File: src/rtl/gpi_pkg.sv
`timescale 1ns/1ps
package gpi_pkg;
    localparam int KIND_W  = 2;
    localparam int AVAIL_W = 4;

    typedef enum logic [KIND_W-1:0] {
        KIND_UNICAST   = 2'b00,
        KIND_MULTICAST = 2'b01,
        KIND_GATHER    = 2'b10,
        KIND_RESERVED  = 2'b11
    } pkt_kind_e;

    typedef enum logic [1:0] {
        HOLD_IDLE    = 2'b00,
        HOLD_WAIT    = 2'b01,
        HOLD_EXPIRED = 2'b10
    } hold_state_e;
endpackage

File: src/rtl/gpi_hdr_parse.sv
`timescale 1ns/1ps
module gpi_hdr_parse
    import gpi_pkg::*;
#(
    parameter int SLOTS = 8
) (
    input  logic [KIND_W+AVAIL_W-1:0] hdr,
    output logic                      is_gather,
    output logic                      has_room
);
    pkt_kind_e            kind;
    logic [AVAIL_W-1:0]   avail;

    always_comb begin
        kind      = pkt_kind_e'(hdr[KIND_W+AVAIL_W-1 -: KIND_W]);
        avail     = hdr[AVAIL_W-1:0];
        is_gather = (kind == KIND_GATHER);
        // a slot is usable only when the count is nonzero and plausible
        has_room  = is_gather && (avail != '0) &&
                    (avail <= AVAIL_W'(SLOTS));
    end
endmodule

File: src/rtl/gpi_slot_insert.sv
`timescale 1ns/1ps
module gpi_slot_insert
    import gpi_pkg::*;
#(
    parameter int SUM_W  = 16,
    parameter int SLOTS  = 8,
    parameter int DEST_W = 6,
    localparam int PAY_W  = SUM_W * SLOTS,
    localparam int FLIT_W = KIND_W + AVAIL_W + DEST_W + PAY_W
) (
    input  logic [FLIT_W-1:0] flit_in,
    input  logic [SUM_W-1:0]  sum,
    input  logic              en,
    output logic [FLIT_W-1:0] flit_out
);
    logic [AVAIL_W-1:0] avail_in;
    logic [AVAIL_W-1:0] avail_out;
    logic [PAY_W-1:0]   pay_out;

    assign avail_in  = flit_in[PAY_W+DEST_W +: AVAIL_W];
    assign avail_out = en ? (avail_in - AVAIL_W'(1)) : avail_in;

    // slot g is the next free one exactly when the free count is SLOTS-g
    for (genvar g = 0; g < SLOTS; g++) begin : g_slot
        logic hit;
        assign hit = en && (avail_in == AVAIL_W'(SLOTS - g));
        assign pay_out[g*SUM_W +: SUM_W] =
            hit ? sum : flit_in[g*SUM_W +: SUM_W];
    end

    assign flit_out = {flit_in[FLIT_W-1 -: KIND_W], avail_out,
                       flit_in[PAY_W +: DEST_W], pay_out};
endmodule

File: src/rtl/gpi_hold_fsm.sv
`timescale 1ns/1ps
module gpi_hold_fsm
    import gpi_pkg::*;
#(
    parameter int SUM_W = 16,
    parameter int TMO_W = 16
) (
    input  logic             clk,
    input  logic             rst_n,
    input  logic [TMO_W-1:0] thr,
    input  logic             pe_valid,
    input  logic [SUM_W-1:0] pe_sum,
    input  logic             absorb,
    input  logic             inject,
    output logic             pe_ready,
    output logic             pending,
    output logic             expired,
    output logic [SUM_W-1:0] held_sum
);
    hold_state_e      state, state_nx;
    logic [TMO_W-1:0] cnt;
    logic             take;

    assign take = (state == HOLD_IDLE) && pe_valid;

    always_comb begin
        state_nx = state;
        unique case (state)
            HOLD_IDLE:    if (pe_valid) state_nx = HOLD_WAIT;
            HOLD_WAIT: begin
                if (absorb)          state_nx = HOLD_IDLE;
                else if (cnt >= thr) state_nx = HOLD_EXPIRED;
            end
            HOLD_EXPIRED: if (absorb || inject) state_nx = HOLD_IDLE;
            default:      state_nx = HOLD_IDLE;
        endcase
    end

    always_ff @(posedge clk) begin
        if (!rst_n) begin
            state    <= HOLD_IDLE;
            cnt      <= '0;
            held_sum <= '0;
        end else begin
            state <= state_nx;
            if (take) begin
                cnt      <= '0;
                held_sum <= pe_sum;
            end else if (state == HOLD_WAIT && !absorb && cnt < thr) begin
                cnt <= cnt + TMO_W'(1);
            end
        end
    end

    always_comb begin
        pe_ready = 1'b0;
        pending  = 1'b0;
        expired  = 1'b0;
        unique case (state)
            HOLD_IDLE:    pe_ready = 1'b1;
            HOLD_WAIT:    pending  = 1'b1;
            HOLD_EXPIRED: begin
                pending = 1'b1;
                expired = 1'b1;
            end
            default:      pe_ready = 1'b0;
        endcase
    end
endmodule

File: src/rtl/gpi_out_stage.sv
`timescale 1ns/1ps
module gpi_out_stage #(
    parameter int FLIT_W = 140
) (
    input  logic              clk,
    input  logic              rst_n,
    input  logic              load,
    input  logic [FLIT_W-1:0] load_flit,
    input  logic              out_ready,
    output logic              out_valid,
    output logic [FLIT_W-1:0] out_flit,
    output logic              can_load
);
    assign can_load = !out_valid || out_ready;

    always_ff @(posedge clk) begin
        if (!rst_n) begin
            out_valid <= 1'b0;
            out_flit  <= '0;
        end else if (load) begin
            out_valid <= 1'b1;
            out_flit  <= load_flit;
        end else if (out_ready) begin
            out_valid <= 1'b0;
        end
    end
endmodule

File: src/rtl/gather_inject_unit.sv
`timescale 1ns/1ps
module gather_inject_unit
    import gpi_pkg::*;
#(
    parameter int SUM_W  = 16,
    parameter int SLOTS  = 8,
    parameter int DEST_W = 6,
    parameter int TMO_W  = 16,
    localparam int PAY_W  = SUM_W * SLOTS,
    localparam int FLIT_W = KIND_W + AVAIL_W + DEST_W + PAY_W
) (
    input  logic              clk,
    input  logic              rst_n,
    input  logic [TMO_W-1:0]  cfg_timeout,
    input  logic [DEST_W-1:0] cfg_dest,
    input  logic              pe_valid,
    output logic              pe_ready,
    input  logic [SUM_W-1:0]  pe_sum,
    input  logic              in_valid,
    output logic              in_ready,
    input  logic [FLIT_W-1:0] in_flit,
    output logic              out_valid,
    input  logic              out_ready,
    output logic [FLIT_W-1:0] out_flit
);
    logic              is_gather, has_room;
    logic              pending, expired;
    logic [SUM_W-1:0]  held_sum;
    logic              can_load, in_fire, absorb, inject, load;
    logic [FLIT_W-1:0] mod_flit, inj_flit, load_flit;

    gpi_hdr_parse #(.SLOTS(SLOTS)) u_parse (
        .hdr       (in_flit[FLIT_W-1 -: KIND_W+AVAIL_W]),
        .is_gather (is_gather),
        .has_room  (has_room)
    );

    assign in_ready = can_load;
    assign in_fire  = in_valid && in_ready;
    assign absorb   = in_fire && is_gather && has_room && pending;
    // transit traffic has priority over a self-started packet
    assign inject   = expired && !in_valid && can_load;
    assign load     = in_fire || inject;

    gpi_slot_insert #(.SUM_W(SUM_W), .SLOTS(SLOTS), .DEST_W(DEST_W)) u_ins (
        .flit_in  (in_flit),
        .sum      (held_sum),
        .en       (absorb),
        .flit_out (mod_flit)
    );

    assign inj_flit  = {KIND_GATHER, AVAIL_W'(SLOTS - 1), cfg_dest,
                        {(PAY_W-SUM_W){1'b0}}, held_sum};
    assign load_flit = in_fire ? mod_flit : inj_flit;

    gpi_hold_fsm #(.SUM_W(SUM_W), .TMO_W(TMO_W)) u_fsm (
        .clk      (clk),
        .rst_n    (rst_n),
        .thr      (cfg_timeout),
        .pe_valid (pe_valid),
        .pe_sum   (pe_sum),
        .absorb   (absorb),
        .inject   (inject),
        .pe_ready (pe_ready),
        .pending  (pending),
        .expired  (expired),
        .held_sum (held_sum)
    );

    gpi_out_stage #(.FLIT_W(FLIT_W)) u_out (
        .clk       (clk),
        .rst_n     (rst_n),
        .load      (load),
        .load_flit (load_flit),
        .out_ready (out_ready),
        .out_valid (out_valid),
        .out_flit  (out_flit),
        .can_load  (can_load)
    );
endmodule

File: config.mk
export PLATFORM = sky130hd
export DESIGN_NAME = gather_inject_unit
export DESIGN_NICKNAME = d
export VERILOG_FILES = /design/src/rtl/gpi_pkg.sv /design/src/rtl/gpi_hdr_parse.sv /design/src/rtl/gpi_slot_insert.sv /design/src/rtl/gpi_hold_fsm.sv /design/src/rtl/gpi_out_stage.sv /design/src/rtl/gather_inject_unit.sv
export SDC_FILE = /design/constraint.sdc
export NUM_CORES = 1
export LEC_CHECK = 0
export BUFFER_PORTS_ARGS = -buffer_cell sky130_fd_sc_hd__buf_2
export CORE_ASPECT_RATIO = 1.75
export CORE_MARGIN = 10
export CORE_UTILIZATION = 29
export CTS_BUF_LIST = sky130_fd_sc_hd__clkbuf_16
export DETAILED_ROUTE_END_ITERATION = 10
export GPL_TIMING_DRIVEN = 0
export PLACE_DENSITY_LB_ADDON = 0.2
export SLEW_MARGIN = 5
export SYNTH_ARGS = -nofsm -noshare
export SYNTH_HDL_FRONTEND = slang
export SYNTH_SLANG_ARGS = --single-unit
File: constraint.sdc
create_clock -name clk -period 2.9 [get_ports clk]
set_clock_uncertainty 0.05 [all_clocks]
set_input_delay 0.58 -clock clk [delete_from_list [all_inputs] [get_ports clk]]
set_output_delay 0.58 -clock clk [all_outputs]
set_load 0.01 [all_outputs]
==> results.yml, run 1 <==
clocking:
  cts.clk_slew.worst_paths_ps: 70
  post_cts_buffers: 0
  htree_levels: 4
  hold_buffers: 0
  clock_path_buffers: 2
  cts_buffers: 17
  tritoncts: "built"
  cts_root_buf: "clkbuf_16"
  clk-insertion-delay-late_ps: 450
  cts.sink_count: 175
timing:
  tightest_slew_ps: 1045
  setup_viol: 0
  fin_crit_ps: 2776
  hold_violations: 0
  fmax_mhz: 360.2
  period_share_pct: 95.74
  slew_headroom_pct: 30.34
  final.setup.tns_ps: 0
  timing.hold.ws_ps: 321.7
  slew_violations: 0
  rsz0062_at_grt: "false"
grt:
  grt_pass1_wl_mm: 50.16
  antenna_found_initial: 4
  gr-total-overflow: 0
  grt_max_degree: 17
  grt_pass1_vias: 7902
  grt_usage_pct: 19.82
floorplan:
  rows: 79
  core_um2: 26590
  dieArea_um2: 34160
  start_util_pct: 29.38
  die_w_um: 144.1
  io_pins: 326
  die_h_um: 237.1
final_layout:
  n_fill_cell: 2818
  regArea_um2: 3506
  drive_gt1_share_pct: 29.73
  multi_input_area_um2: 4009
  post-route-util_pct: 39.57
  stdcell_area_um2: 10520
  area_growth_pct: 34.68
  nets: 1470
  layout.cells.non_filler: 1603
setup_path:
  crit_chain: "inv_1, ha_1, and3b_1, nand3_4, o211ai_1, or4_1, buf_2, buf_6, or4_1, a21oi_1"
  cp_top_family: "simple AND/OR/NAND/NOR gates"
  crit_arrival_ps: 3100
  path_class: "flip-flop to flip-flop"
  rr_endpoint: "u_fsm.cnt[13]$_SDFFE_PP0P_"
  slowest_stage: "or4_1"
  crit_required_ps: 3220
  rr_startpoint: "u_fsm.state[0]$_SDFFE_PN0P_"
  slowest_delay_ps: 500
  cpMostUsedCell: "or4_1"
  path_buf_inv: 3
  cp_max_fo: 10
  end_kind: "flip-flop"
  rr_worst_depth: 10
  r2r_slack_ps: 120
  start_kind: "flip-flop"
power_and_ir_drop:
  p_leak_uw: 0.005439
  vdd_ir_drop_max_v: 0.0004295
  p_per_area_nw_per_um2: 641.3
yosys:
  synthSimpleGateAreaFrac_pct: 16.29
  ys_ff_latch: 175
  syn-cell-area_um2: 7811
  yosysSeqAreaShare_pct: 44.85
  synth-compound-area-share_pct: 15.30
  synth.net_count: 1128
  synth_edf_count: 0
  yosys_warnings: 0
  synth_adder_area_share_pct: 3.844
  syn_inst: 921
  yosys-mux-area-fraction_pct: 14.48
  asyncSetResetFlopFracSynth_pct: 0
  yosys.cell_types.count: 47
  synthFlopType: "dfxtp_1"
  synth_top_family_by_area: "simple AND/OR/NAND/NOR gates"
  syn_avg_cell_area_um2: 8.481
  synthXorXnorAreaFrac_pct: 0.5446
place:
  placed_area_um2: 9843
  dp_hpwl_mm: 26.54
  place_congestion: 0.8285
  dp_cells: 1570
  port_buffers: 325
routing:
  drtPass1Iterations: 4
  vias_per_cell: 4.888
  routedWlPerCell_um: 21.52
  ant_nets: 0
  num_vias: 7835
  routed_wl_mm: 34.50
  initialDrtViolationCount: 389
  drc: 0
job:
  maxCapViolCount: 0
min_path:
  hold_start: "pe_sum[11]"
  min-delay-path-class: "input port to flip-flop"
  min_delay_worst_endpoint: "u_fsm.held_sum[11]$_SDFFE_PN0P_"
  holdPathStages: 3
status:
  status: "finished, final reports clean"
## power by group
| part | internal (uW) | switching, uW | total (uW) |
|---|---|---|---|
| clock | 1420 | 1020 | 2440 |
| combinational | 517 | 1030 | 1550 |
| sequential | 2640 | 111 | 2750 |
## sequential cells by signal, indices dropped and copies added (netlist names)
register,cells
u_fsm.held_sum,16
u_out.out_valid,1
u_fsm.state,2
u_out.out_flit,140
u_fsm.cnt,16
## placed cells by master, fill, tap and decap left out, types with 6 or more instances in the layout
| cell | netlist | final |
|---|---|---|
| buf_2 | 5 | 331 |
| nand2_1 | 216 | 212 |
| dfxtp_1 | 175 | 173 |
| o21ai_0 | 124 | 124 |
| mux2i_1 | 113 | 113 |
| clkbuf_1 | 63 | 57 |
| a21oi_1 | 39 | 39 |
| nor2_1 | 32 | 32 |
| inv_1 | 22 | 25 |
| ha_1 | 24 | 23 |
| a311oi_1 | 22 | 22 |
| clkbuf_16 | 0 | 17 |
| nand3_1 | 14 | 13 |
| or4_1 | 9 | 9 |
| or3_1 | 6 | 6 |
## worst register-to-register path, cell delays in order (launching register included)
cell and delay (ps):
dfxtp_2 360, inv_1 70, ha_1 280, and3b_1 240
nand3_4 150, o211ai_1 120, or4_1 470, buf_2 180
buf_6 150, or4_1 500, a21oi_1 160
## metrics by stage
| stage | power (uW) | setup WS, ps |
|---|---|---|
| after global routing | 7074 | 22.26 |
| after global placement | 4353 | -475.1 |
| after detailed placement | 4367 | -477.5 |
| after floorplan | 3585 | 119.6 |
| final | 6747 | 123.5 |
| after CTS | 6818 | -54.82 |
## per-layer routing
| layer | vias up | track usage, % | part of all wire [%] |
|---|---|---|---|
| li1 | 3871 | - | - |
| met1 | 3680 | 20.88 | 38 |
| met2 | 232 | 36.55 | 54 |
| met3 | 50 | 4.449 | 5.2 |
| met4 | 2 | 7.984 | 2.9 |
| met5 | - | 0 | 0.020 |
## Yosys cell counts (8+ instances only)
cell / n / area share, %
o31ai_1: 8 / 0.77
dfxtp_1: 175 / 45
or4_1: 9 / 0.86
ha_1: 24 / 3.8
a311oi_1: 22 / 2.5
mux2i_1: 113 / 14
nand3_1: 14 / 0.90
o21ai_0: 124 / 7.9
nor2_1: 32 / 1.5
nand2_1: 216 / 10
inv_1: 22 / 1.1
clkbuf_1: 63 / 3.0
a21oi_1: 39 / 2.5
## final cells by class
type | instances | area share, %
antenna | 4 | 0.09515
clock buffer | 17 | 4.044
timing repair buffer | 325 | 15.46
multi-input combinational | 652 | 38.11
inverter | 24 | 0.8563
clock inverter | 14 | 1.653
buffer | 68 | 2.605
sequential | 175 | 33.33
tap | 324 | 3.853
## logic make-up after synthesis
group | count (synthesis)
simple gates | 302
fa+ha+maj | 24
buf+inv | 94
compound gates | 209
xor+xnor | 4
flops | 175
mux | 113
## repair_timing
item,CTS,global route
setup endpoints to repair,44,97
endpoints found under the hold margin,0,0
pin swaps,0,1
resized for setup,7,17
## worst max-delay path by stage
| stage | cells past startpoint | slack (ps) | start | end |
|---|---|---|---|---|
| finish | 10 | 120 | u_fsm.state[0]$_SDFFE_PN0P_ | u_fsm.cnt[13]$_SDFFE_PP0P_ |
| CTS | 9 | -50 | u_fsm.state[0]$_SDFFE_PN0P_ | u_out.out_flit[73]$_SDFFE_PN0P_ |
| floorplan | 10 | 120 | in_flit[134] | u_fsm.cnt[13]$_SDFFE_PP0P_ |
| global placement | 12 | -480 | cfg_timeout[13] | u_fsm.state[1]$_SDFFE_PN0P_ |
| global route | 10 | 20 | u_fsm.state[0]$_SDFFE_PN0P_ | u_fsm.cnt[13]$_SDFFE_PP0P_ |
| detailed placement | 12 | -480 | cfg_timeout[13] | u_fsm.state[1]$_SDFFE_PN0P_ |
Note: power is estimated with default switching activity, not from simulation.
==> run 2, diff against run 1 <==
--- a/config.mk
+++ b/config.mk
@@ -10,6 +10,7 @@
 export CORE_MARGIN = 10
 export CORE_UTILIZATION = 29
 export CTS_BUF_LIST = sky130_fd_sc_hd__clkbuf_16
+export CTS_CLUSTER_DIAMETER = 200
 export DETAILED_ROUTE_END_ITERATION = 10
 export GPL_TIMING_DRIVEN = 0
 export PLACE_DENSITY_LB_ADDON = 0.2
==> constraint.sdc (replaced) <==
create_clock -name clk -period 2.3 [get_ports clk]
set_clock_uncertainty 0.05 [all_clocks]
set_input_delay 0.46 -clock clk [delete_from_list [all_inputs] [get_ports clk]]
set_output_delay 0.46 -clock clk [all_outputs]
set_load 0.01 [all_outputs]
==> results.yml, run 2 (same netlist as run 1, synthesis figures left out) <==
final_layout:
  n_fill_cell: 2779
  area_growth_pct: 45.23
  drive_gt1_share_pct: 37.76
  nets: 1499
  post-route-util_pct: 42.67
  final_cell_mix: "324 x buf_2, 206 x nand2_1, 159 x dfxtp_1"
  top_regs: "u_out.out_flit: 140 flops, u_fsm.cnt: 16 flops, u_fsm.held_sum: 16 flops"
  layout_commonest_cell: "buf_2"
  multi_input_area_um2: 4370
  regArea_um2: 3538
  largest_register_ffs: 140
  largest_register: "u_out.out_flit"
timing:
  hold_violations: 0
  setup_viol: 28
  setup_ws_ps: -190.7
  final.setup.tns_ps: -3135
  period_share_pct: 108.3
  fmax_mhz: 401.5
  slew_headroom_pct: 38.80
  slew_violations: 0
  timing.hold.ws_ps: 191.9
  rsz0062_at_grt: "true"
  fin_crit_ps: 2491
  tightest_slew_ps: 917.9
routing:
  vias_per_cell: 4.913
  initialDrtViolationCount: 326
  num_vias: 8013
  drc: 0
  drtPass1Iterations: 4
  ant_nets: 0
  routed_wl_mm: 35.06
  routedWlPerCell_um: 21.49
setup_path:
  end_kind: "flip-flop"
  path_class: "flip-flop to flip-flop"
  cp_max_fo: 7
  rr_startpoint: "u_fsm.cnt[7]$_SDFFE_PP0P_"
  crit_start: "u_fsm.cnt[7]$_SDFFE_PP0P_"
  crit_arrival_ps: 2820
  start_kind: "flip-flop"
  crit_required_ps: 2630
place:
  port_buffers: 325
  dp_hpwl_mm: 26.80
  place_congestion: 0.8418
  pre_cts_ws_ps: -698.1
status:
  status: "finished, violations left"
  violations: "setup timing"
min_path:
  min-delay-path-class: "input port to flip-flop"
  hold_start: "pe_sum[8]"
floorplan:
  rows: 79
  die_h_um: 237.1
  core_um2: 26590
  start_util_pct: 29.38
  dieArea_um2: 34160
  io_pins: 326
  die_w_um: 144.1
grt:
  grt_max_degree: 17
  grt_usage_pct: 19.55
  antenna_found_initial: 4
  grt_pass1_vias: 7882
  gr-total-overflow: 0
  grt_pass1_wl_mm: 49.45
clocking:
  htree_levels: 4
  clock_path_buffers: 2
  cts_buffers: 17
  tritoncts: "built"
  cts.clk_slew.worst_paths_ps: 70
  clk-insertion-delay-late_ps: 450
  cts.sink_count: 175
  cts_root_buf: "clkbuf_16"
power_and_ir_drop:
  vdd_ir_drop_max_v: 0.0004858
  p_leak_uw: 0.005774
  p_per_area_nw_per_um2: 773.9
job:
  maxCapViolCount: 0
## run 2: worst max-delay path, cell delays in order (launching register included)
cell and delay, ps:
dfxtp_2 420, ha_4 230, a21oi_2 110, o21a_1 150, o32ai_1 80, or4_1 530, buf_6 160, buf_8 140
or4_4 420, a21oi_2 120
## run 2: layout make-up
type                    instances  area share (%)
multi-input cells             652           38.52
clock inverters                13           1.323
inverters                      24          0.9706
well taps                     324           3.573
clock buffers                  17           3.750
repair buffers                353           17.05
plain buffers                  69           3.529
diodes                          4         0.08823
flip-flops and latches        175           31.19
## run 2: worst paths after layout
| check | slack [ps] | to | cells after the start |
|---|---|---|---|
| max | -190 | u_fsm.cnt[13]$_SDFFE_PP0P_ | 9 |
| min | 190 | u_fsm.held_sum[8]$_SDFFE_PN0P_ | 3 |
| max reg2reg | -190 | u_fsm.cnt[13]$_SDFFE_PP0P_ | 9 |
| min reg2reg | 400 | u_out.out_flit[47]$_SDFFE_PN0P_ | 2 |
## run 2: what timing repair did
action,CTS,global route
setup endpoints to repair,141,135
buffers inserted,7,16
gates resized for setup,55,114
gates cloned,2,3
hold buffers,0,0
pin swaps,14,25
## run 2: stage by stage
step	instance area, um2	power (uW)	instances
after floorplan	7869	4558	921
after global placement	9901	5506	1570
after detailed placement	9901	5518	1570
after CTS	10770	8741	1608
after global routing	11340	9169	1631
final	11340	8780	1631
## run 2: routing by layer
layer	track usage [%]	up-vias	wire length (um)
met5	0	-	0
met4	7.735	0	929
met3	4.729	57	2099
met2	36.48	263	19220
met1	20.06	3765	12810
li1	-	3928	-
## run 2: power by group
group / switching [uW] / internal, uW / total [uW]
Clock: 1290 / 1680 / 2970
Combinational: 1420 / 919 / 2340
Sequential: 138 / 3330 / 3460
Total: 2850 / 5930 / 8780
==> run 3, diff against run 2 <==
--- a/config.mk
+++ b/config.mk
@@ -13,7 +13,6 @@
 export CTS_CLUSTER_DIAMETER = 200
 export DETAILED_ROUTE_END_ITERATION = 10
 export GPL_TIMING_DRIVEN = 0
-export PLACE_DENSITY_LB_ADDON = 0.2
 export SLEW_MARGIN = 5
 export SYNTH_ARGS = -nofsm -noshare
 export SYNTH_HDL_FRONTEND = slang
==> results.yml, run 3 (same netlist as run 1, synthesis figures left out) <==
place:
  place_congestion: 0.8319
  placed_area_um2: 9901
  dp_cells: 1570
  pre_cts_ws_ps: -788.5
  port_buffers: 325
  dp_hpwl_mm: 26.88
floorplan:
  rows: 79
  die_w_um: 144.1
  start_util_pct: 29.38
  io_pins: 326
  core_um2: 26590
  dieArea_um2: 34160
  die_h_um: 237.1
grt:
  grt_pass1_wl_mm: 50.65
  gr-total-overflow: 0
  grt_max_degree: 17
  grt_usage_pct: 20.00
  grt_pass1_vias: 8275
  antenna_found_initial: 5
clocking:
  hold_buffers: 0
  cts_root_buf: "clkbuf_16"
  htree_levels: 4
  tritoncts: "built"
  cts_buffers: 17
  clk-insertion-delay-late_ps: 450
  cts.clk_slew.worst_paths_ps: 70
  clock_path_buffers: 2
  cts.sink_count: 175
min_path:
  hold_start: "pe_sum[6]"
  min_delay_worst_endpoint: "u_fsm.held_sum[6]$_SDFFE_PN0P_"
  holdPathStages: 3
  min-delay-path-class: "input port to flip-flop"
timing:
  hold_violations: 0
  setup_viol: 19
  tightest_slew_ps: 992.0
  rsz0062_at_grt: "true"
  slew_headroom_pct: 33.86
  fmax_mhz: 407.5
  period_share_pct: 106.7
  timing.hold.ws_ps: 197.3
  final.setup.tns_ps: -2134
  slew_violations: 0
  fin_crit_ps: 2454
  setup_ws_ps: -154.1
final_layout:
  layout.cells.non_filler: 1646
  drive_gt1_share_pct: 38.51
  final_cell_mix: "326 x buf_2, 207 x nand2_1, 161 x dfxtp_1"
  largest_register_ffs: 140
  top_regs: "u_out.out_flit: 140 flops, u_fsm.cnt: 16 flops, u_fsm.held_sum: 16 flops"
  stdcell_area_um2: 11600
  nets: 1516
  area_growth_pct: 48.52
  layout_commonest_cell: "buf_2"
  largest_register: "u_out.out_flit"
status:
  status: "finished, violations left"
  violations: "setup timing"
setup_path:
  path_class: "flip-flop to flip-flop"
  start_kind: "flip-flop"
  crit_required_ps: 2620
  rr_startpoint: "u_fsm.cnt[1]$_SDFFE_PP0P_"
  end_kind: "flip-flop"
  crit_arrival_ps: 2770
  rr_endpoint: "u_fsm.cnt[5]$_SDFFE_PP0P_"
  rr_worst_depth: 8
  r2r_slack_ps: -150
  cp_max_fo: 6
routing:
  drtPass1Iterations: 5
  vias_per_cell: 5.013
  drc: 0
  routedWlPerCell_um: 21.82
  num_vias: 8252
  routed_wl_mm: 35.92
  initialDrtViolationCount: 388
  ant_nets: 0
job:
  maxCapViolCount: 0
power_and_ir_drop:
  vdd_ir_drop_max_v: 0.0005469
  p_per_area_nw_per_um2: 731.4
  p_leak_uw: 0.005853
-- run 3: cell count changes in the layout (fill, tap and decap cells not counted), sizes merged, moves of 2 or more --
cell / delta
inv: -2
bufinv: -2
buf: +23
clkinv: +5
clkinvlp: -2
clkbuf: -7
-- run 3: cell type report --
class | instances | area [um2]
Fill cell | 2653 | 14990
Multi-Input combinational cell | 653 | 4474
Sequential cell | 175 | 3536
Timing Repair Buffer | 373 | 2148
Clock buffer | 17 | 425.4
Buffer | 65 | 409.1
Tap cell | 324 | 405.4
Inverter | 24 | 111.4
Clock inverter | 12 | 83.83
Antenna cell | 3 | 7.507
-- run 3: worst max-delay path by stage --
stage                                start                           to  depth (start not counted)
3_3_place_gp               cfg_timeout[13]  u_fsm.state[1]$_SDFFE_PN0P_                         12
5_1_grt          u_fsm.cnt[1]$_SDFFE_PP0P_    u_fsm.cnt[6]$_SDFFE_PP0P_                          9
3_5_place_dp               cfg_timeout[13]  u_fsm.state[1]$_SDFFE_PN0P_                         12
4_1_cts        u_fsm.state[1]$_SDFFE_PN0P_   u_fsm.cnt[13]$_SDFFE_PP0P_                         10
2_1_floorplan                 in_flit[135]   u_fsm.cnt[13]$_SDFFE_PP0P_                         10
6_report         u_fsm.cnt[1]$_SDFFE_PP0P_    u_fsm.cnt[5]$_SDFFE_PP0P_                          8
-- run 3: power by group --
part	total [uW]	switching (uW)	internal, uW
clock	2650	1210	1440
sequential	3470	144	3330
combinational	2360	1440	917
-- run 3: per-layer routing --
metal	wire length, um	vias up	share of wire (%)	track usage, %
met2	19360	313	54	36.75
li1	-	3969	-	-
met5	25	-	0.070	0
met3	1992	84	5.5	4.569
met4	1486	4	4.1	10.13
met1	13050	3882	36	20.33
-- run 3: timing repair --
| item | CTS | global route |
|---|---|---|
| pin swaps | 23 | 22 |
| resized for setup | 122 | 137 |
| cloned | 3 | 5 |
| setup buffers | 19 | 22 |
| endpoints found under the setup margin | 142 | 122 |
-- run 3: stage by stage --
stage          utilization, %  total power, uW
3_3_place_gp            37.24             5497
6_report                43.63             8485
4_1_cts                 41.60             8456
3_5_place_dp            37.24             5520
5_1_grt                 43.63             8862
2_1_floorplan               -             4558
-- run 3: critical path, cell delays in order, from the launching register on --
cell	delay (ps)
dfxtp_4	360
ha_4	210
nor2b_4	120
o211ai_1	270
a21boi_4	110
or4_4	520
buf_6	160
or4_1	460
a21oi_1	130
